### src/rtl/cpra_pkg.sv
package cpra_pkg;
  localparam int BYTE_W = 8;
  localparam int ADDR_W = 5;
  localparam int NUM_CH = 2;
  localparam int NUM_RW = 10;

  typedef enum logic [1:0] {
    XFER_REPEAT  = 2'b00,
    XFER_AUTO    = 2'b01,
    XFER_RSVD    = 2'b10,
    XFER_SPECIAL = 2'b11
  } xfer_t;

  localparam logic [ADDR_W-1:0] SPF_INT_CLEAR = 5'b00110;
  localparam logic [ADDR_W-1:0] ID_ADDR       = 5'h12;
  localparam logic [ADDR_W-1:0] STATUS_ADDR   = 5'h13;
  localparam logic [ADDR_W-1:0] DATA_BASE     = 5'h14;
  localparam int STAT_INT_BIT   = 4;
  localparam int STAT_VALID_BIT = 0;

  // writable registers: 0 enable, 1 itime, 2 wtime, 3..6 thresholds, 7 pers, 8 config, 9 control
  localparam logic [ADDR_W-1:0] RW_ADDR [NUM_RW] =
    '{5'h00, 5'h01, 5'h03, 5'h04, 5'h05, 5'h06, 5'h07, 5'h0C, 5'h0D, 5'h0F};
  localparam logic [BYTE_W-1:0] RW_RESET [NUM_RW] =
    '{8'h00, 8'hFF, 8'hFF, 8'h00, 8'h00, 8'h00, 8'h00, 8'h00, 8'h00, 8'h00};
endpackage

### src/rtl/cpra_cmd_ctrl.sv
module cpra_cmd_ctrl
  import cpra_pkg::*;
(
  input  logic              clk,
  input  logic              rst_n,
  input  logic              evt_start,
  input  logic              evt_stop,
  input  logic              wr_valid,
  input  logic [BYTE_W-1:0] wr_data,
  input  logic              rd_req,
  output logic              wr_en,
  output logic              rd_en,
  output logic [ADDR_W-1:0] ptr_q,
  output logic              int_clear
);
  logic  expect_cmd_q;
  logic  auto_q;
  logic  is_cmd;
  xfer_t cmd_type;
  logic [ADDR_W-1:0] cmd_addr;

  assign cmd_type = xfer_t'(wr_data[6:5]);
  assign cmd_addr = wr_data[ADDR_W-1:0];
  assign is_cmd   = expect_cmd_q && wr_data[7];
  assign wr_en    = wr_valid && !evt_start && !is_cmd;
  assign rd_en    = rd_req && !evt_start && !wr_valid;

  always_ff @(posedge clk or negedge rst_n) begin
    if (!rst_n) begin
      expect_cmd_q <= 1'b0;
      auto_q       <= 1'b0;
      ptr_q        <= '0;
      int_clear    <= 1'b0;
    end else begin
      int_clear <= 1'b0;
      if (evt_start) begin
        expect_cmd_q <= 1'b1;
      end else if (wr_valid) begin
        expect_cmd_q <= 1'b0;
        if (is_cmd) begin
          case (cmd_type)
            XFER_REPEAT: begin ptr_q <= cmd_addr; auto_q <= 1'b0; end
            XFER_AUTO:   begin ptr_q <= cmd_addr; auto_q <= 1'b1; end
            XFER_SPECIAL: if (cmd_addr == SPF_INT_CLEAR) int_clear <= 1'b1;
            default: ;
          endcase
        end else if (auto_q) begin
          ptr_q <= ptr_q + 1'b1;
        end
      end else if (rd_req) begin
        expect_cmd_q <= 1'b0;
        if (auto_q) ptr_q <= ptr_q + 1'b1;
      end else if (evt_stop) begin
        expect_cmd_q <= 1'b0;
      end
    end
  end
endmodule

### src/rtl/cpra_reg_bank.sv
module cpra_reg_bank
  import cpra_pkg::*;
(
  input  logic                           clk,
  input  logic                           rst_n,
  input  logic                           wr_en,
  input  logic [ADDR_W-1:0]              addr,
  input  logic [BYTE_W-1:0]              wdata,
  output logic [NUM_RW-1:0][BYTE_W-1:0]  regs
);
  for (genvar i = 0; i < NUM_RW; i++) begin : g_reg
    always_ff @(posedge clk or negedge rst_n) begin
      if (!rst_n)
        regs[i] <= RW_RESET[i];
      else if (wr_en && addr == RW_ADDR[i])
        regs[i] <= wdata;
    end
  end
endmodule

### src/rtl/cpra_read_port.sv
module cpra_read_port
  import cpra_pkg::*;
#(
  parameter logic [BYTE_W-1:0] ID_VALUE = 8'h5A
) (
  input  logic                            clk,
  input  logic                            rst_n,
  input  logic                            rd_en,
  input  logic [ADDR_W-1:0]               addr,
  input  logic [NUM_RW-1:0][BYTE_W-1:0]   regs,
  input  logic [NUM_CH-1:0][2*BYTE_W-1:0] samples,
  input  logic                            int_flag,
  input  logic                            data_valid,
  output logic                            rd_valid,
  output logic [BYTE_W-1:0]               rd_data
);
  logic [NUM_CH-1:0][BYTE_W-1:0] shadow_q;
  logic [BYTE_W-1:0] status_byte;
  logic [BYTE_W-1:0] mux_byte;

  for (genvar c = 0; c < NUM_CH; c++) begin : g_shadow
    localparam logic [ADDR_W-1:0] LO_ADDR = DATA_BASE + ADDR_W'(2 * c);
    always_ff @(posedge clk or negedge rst_n) begin
      if (!rst_n)
        shadow_q[c] <= '0;
      else if (rd_en && addr == LO_ADDR)
        shadow_q[c] <= samples[c][2*BYTE_W-1:BYTE_W];
    end
  end

  always_comb begin
    status_byte = '0;
    status_byte[STAT_INT_BIT]   = int_flag;
    status_byte[STAT_VALID_BIT] = data_valid;
  end

  always_comb begin
    mux_byte = '0;
    for (int i = 0; i < NUM_RW; i++)
      if (addr == RW_ADDR[i]) mux_byte = regs[i];
    for (int c = 0; c < NUM_CH; c++) begin
      if (addr == DATA_BASE + ADDR_W'(2 * c))     mux_byte = samples[c][BYTE_W-1:0];
      if (addr == DATA_BASE + ADDR_W'(2 * c + 1)) mux_byte = shadow_q[c];
    end
    if (addr == ID_ADDR)     mux_byte = ID_VALUE;
    if (addr == STATUS_ADDR) mux_byte = status_byte;
  end

  always_ff @(posedge clk or negedge rst_n) begin
    if (!rst_n) begin
      rd_valid <= 1'b0;
      rd_data  <= '0;
    end else begin
      rd_valid <= rd_en;
      if (rd_en) rd_data <= mux_byte;
    end
  end
endmodule

### src/rtl/cmdptr_regaccess.sv
module cmdptr_regaccess
  import cpra_pkg::*;
#(
  parameter logic [BYTE_W-1:0] ID_VALUE = 8'h5A
) (
  input  logic                clk,
  input  logic                rst_n,
  input  logic                evt_start,
  input  logic                evt_stop,
  input  logic                wr_valid,
  input  logic [BYTE_W-1:0]   wr_data,
  input  logic                rd_req,
  output logic                rd_valid,
  output logic [BYTE_W-1:0]   rd_data,
  input  logic [2*BYTE_W-1:0] ch0_sample,
  input  logic [2*BYTE_W-1:0] ch1_sample,
  input  logic                core_int_flag,
  input  logic                core_data_valid,
  output logic                int_clear,
  output logic [BYTE_W-1:0]   cfg_enable,
  output logic [BYTE_W-1:0]   cfg_itime,
  output logic [BYTE_W-1:0]   cfg_wtime,
  output logic [2*BYTE_W-1:0] cfg_lo_thr,
  output logic [2*BYTE_W-1:0] cfg_hi_thr,
  output logic [BYTE_W-1:0]   cfg_pers,
  output logic [BYTE_W-1:0]   cfg_config,
  output logic [BYTE_W-1:0]   cfg_control
);
  logic                            wr_en;
  logic                            rd_en;
  logic [ADDR_W-1:0]               ptr_q;
  logic [NUM_RW-1:0][BYTE_W-1:0]   regs;
  logic [NUM_CH-1:0][2*BYTE_W-1:0] samples;

  assign samples = {ch1_sample, ch0_sample};

  cpra_cmd_ctrl u_ctrl (
    .clk(clk), .rst_n(rst_n), .evt_start(evt_start), .evt_stop(evt_stop),
    .wr_valid(wr_valid), .wr_data(wr_data), .rd_req(rd_req),
    .wr_en(wr_en), .rd_en(rd_en), .ptr_q(ptr_q), .int_clear(int_clear)
  );

  cpra_reg_bank u_bank (
    .clk(clk), .rst_n(rst_n), .wr_en(wr_en), .addr(ptr_q),
    .wdata(wr_data), .regs(regs)
  );

  cpra_read_port #(.ID_VALUE(ID_VALUE)) u_rd (
    .clk(clk), .rst_n(rst_n), .rd_en(rd_en), .addr(ptr_q), .regs(regs),
    .samples(samples), .int_flag(core_int_flag), .data_valid(core_data_valid),
    .rd_valid(rd_valid), .rd_data(rd_data)
  );

  assign cfg_enable  = regs[0];
  assign cfg_itime   = regs[1];
  assign cfg_wtime   = regs[2];
  assign cfg_lo_thr  = {regs[4], regs[3]};
  assign cfg_hi_thr  = {regs[6], regs[5]};
  assign cfg_pers    = regs[7];
  assign cfg_config  = regs[8];
  assign cfg_control = regs[9];
endmodule

### config.mk
export PLATFORM = sky130hd
export DESIGN_NAME = cmdptr_regaccess
export DESIGN_NICKNAME = d
export VERILOG_FILES = /design/src/rtl/cpra_pkg.sv /design/src/rtl/cpra_cmd_ctrl.sv /design/src/rtl/cpra_reg_bank.sv /design/src/rtl/cpra_read_port.sv /design/src/rtl/cmdptr_regaccess.sv
export SDC_FILE = /design/constraint.sdc
export NUM_CORES = 1
export LEC_CHECK = 0
export ABC_AREA = 1
export BUFFER_PORTS_ARGS = -buffer_cell sky130_fd_sc_hd__buf_4
export CAP_MARGIN = 0
export CORE_MARGIN = 8
export CORE_UTILIZATION = 38
export DETAILED_ROUTE_END_ITERATION = 8
export GPL_ROUTABILITY_DRIVEN = 0
export PLACE_DENSITY = 0.6
export SLEW_MARGIN = 15
export SYNTH_ARGS = -nofsm -noshare
export SYNTH_HDL_FRONTEND = slang
export SYNTH_SLANG_ARGS = --single-unit
### constraint.sdc
create_clock -name clk -period 2.5 [get_ports clk]
set_input_delay 0.5 -clock clk [delete_from_list [all_inputs] [get_ports clk]]
set_output_delay 0.5 -clock clk [all_outputs]
set_load 0.005 [all_outputs]
==> results.py <==
metrics = {
    "status": {
        "status": "finished clean",
    },
    "sta": {
        "rsz0062_at_grt": "yes",
        "drv_slew": 0,
        "skew_ps": 6.93,
        "fin_crit_sh": 0.919,
        "setup_viol_count_final": 0,
        "tightest_slew_ps": 631,
        "fmax_mhz": 435,
        "post-route-min-period_ps": 2300,
        "whs_ps": 170,
        "max_slew_margin": 0.579,
        "hold_violations": 0,
        "final.setup.tns_ps": 0,
    },
    "logic_synthesis": {
        "async_reset_ff_frac": 1.00,
        "ys_types": 33,
        "synth-main-ff-cell": "dfrtp_1",
        "netlist_area_um2": 5820,
        "seq_area_frac_synth": 0.489,
        "synth_nets": 819,
        "synth_edf_count": 0,
        "avgSynthCellArea_um2": 7.60,
        "syn_inst": 766,
        "synth_seq_cells": 113,
        "yosysWarnings": 0,
    },
    "detailed_routing": {
        "vias": 5537,
        "drc": 0,
        "post_drt_wl_per_cell_um": 17.4,
        "avgViaCountPerCell": 4.98,
        "drtPass1Iterations": 5,
        "routed_wirelength_um": 19400,
        "drt_iter0_drc": 351,
        "ant_nets": 0,
    },
    "clock_tree": {
        "cts_tree": "built",
        "clock_latency_ps": 420,
        "clkSinkCount": 113,
        "clockBufferDepth": 2,
        "path_clk_slew_ps": 60,
        "htreeDepth": 4,
        "cts_hold_buf": 0,
        "cts-root-buf": "clkbuf_16",
        "cts_buffers": 17,
    },
    "worst_setup_path": {
        "path_class": "reg2reg",
        "end_kind": "register",
        "cp.arrival_ps": 2610,
        "worstPathRequired_ps": 2810,
        "critPathMaxFanout": 13,
        "reg2reg_slack_ps": 200,
        "reg2reg_depth": 18,
        "start_kind": "register",
    },
    "power_and_ir_drop": {
        "p_per_area_nw_per_um2": 1130,
        "cellLeakagePower_uw": 0.00401,
        "max-vdd-ir-drop_mv": 0.654,
        "power_uw": 8730,
    },
    "cells_and_area": {
        "drive_gt1_frac": 0.260,
        "area.growth.synth_to_final_pct": 32.7,
        "layout_common_cells": "nand2_1 (284), buf_4 (148), o21ai_0 (104)",
        "final_common_cell": "nand2_1",
        "finalNetCount": 963,
    },
    "die": {
        "die_w_um": 140,
        "initial_core_util": 0.386,
        "die_area_um2": 19500,
        "die_h_um": 140,
        "core-area_um2": 15100,
        "row_count": 45,
        "io_pins": 138,
    },
    "placed_design": {
        "portBuffers": 137,
        "dp_hpwl_um": 14400,
    },
    "global_route": {
        "grt_pass1_vias": 5573,
        "grt_usage": 0.204,
        "grt_max_degree": 114,
        "gr-total-overflow": 0,
        "grt_pass1_wl_um": 31200,
        "antenna_found_initial": 0,
    },
    "run": {
        "drv_cap": 0,
    },
    "min_path": {
        "hold_class": "in2async",
    },
}
## area by class of cell
| cell class | instances | area (um^2) |
|---|---|---|
| timing repair buffer | 149 | 1130 |
| sequential | 113 | 2850 |
| clock inverter | 13 | 186 |
| inverter | 90 | 343 |
| clock buffer | 19 | 443 |
| antenna | 1 | 2.50 |
| tap | 188 | 235 |
| multi-input combinational | 539 | 2540 |
| fill | 1499 | 7360 |
## where the power goes
group	internal, uW	switching [uW]
clock network	1690	883
registers	2570	691
logic	1380	1520
total	5640	3090
## metrics by stage
step | cell area (um^2) | setup slack [ps] | utilization | instances
final | 7730 | 201 | 0.512 | 1112
after global routing | 7720 | 3.60 | 0.512 | 1111
after CTS | 7690 | 75.5 | 0.509 | 1109
after detailed placement | 7060 | 85.6 | 0.468 | 1077
after global placement | 7060 | 151 | 0.468 | 1077
after floorplan | 5820 | 492 | - | 766
## metal layers
metal  GRT usage  wire [um]  vias to the layer above
li1            -          -                     2708
met1       0.270       8920                     2607
met2       0.321       8890                      202
met3      0.0581       1370                       20
met4      0.0520        207                        0
met5           0          0                        -
## what timing repair did
item	4_1_cts	5_1_grt
setup buffers	0	2
endpoints found under the hold margin	0	0
endpoints found under the setup margin	0	7
resized for setup	0	10
## worst max-delay path: stages, from the launching register on
cell     delay, ps
dfrtp_1        450
ha_2           260
inv_1          110
nor3_4         250
inv_2          150
o21ai_0        100
inv_1           50
nand2_1        100
nand3_1         80
nand2_1         90
nand3_1         70
nand2_1        110
nand2_1         50
nand2_1         50
nand2_1         50
nand2_1         70
nand2_1         50
nand2_1         60
nand2_1         40
## synth_stat cells, types with 6 or more instances
cell type / count / area, um^2
o21ai_0: 104 / 521
dfstp_2: 16 / 420
nand4_1: 8 / 50.1
buf_2: 7 / 35.0
mux2_2: 11 / 124
o211ai_1: 6 / 45.0
inv_1: 81 / 304
dfrtp_1: 97 / 2430
nand2_1: 284 / 1070
clkbuf_1: 15 / 56.3
inv_2: 7 / 26.3
a21oi_1: 24 / 120
nor2_1: 42 / 158
nand3_1: 22 / 110
## sequential cells by signal, summed over array words and instances (netlist names)
register,flops
u_ctrl.expect_cmd_q,1
u_ctrl.auto_q,1
u_rd.rd_valid,1
u_rd.rd_data,8
u_bank.regs,80
u_rd.shadow_q,16
u_ctrl.ptr_q,5
u_ctrl.int_clear,1
## logic make-up after synthesis
| family | Yosys count | synth area share |
|---|---|---|
| AND/OR/NAND/NOR | 384 | 0.276 |
| AO/OA/AOI/OAI | 137 | 0.122 |
| buffers and inverters | 114 | 0.0780 |
| flip-flops | 113 | 0.489 |
| multiplexers | 11 | 0.0213 |
| adder cells (fa/ha/maj) | 5 | 0.0107 |
| XOR/XNOR | 2 | 0.00301 |
## worst paths after layout
check                                    end             from
setup reg to reg             u_rd.rd_data[1]  u_ctrl.ptr_q[0]
hold reg to reg              u_rd.rd_data[3]  u_rd.rd_data[3]
setup / recovery             u_rd.rd_data[1]  u_ctrl.ptr_q[0]
max in group asynchronous    u_ctrl.ptr_q[1]            rst_n
hold / removal               u_bank.regs[69]            rst_n
min in group clk           u_rd.shadow_q[11]   ch1_sample[11]
No activity file was read; power rests on OpenSTA's default activity.
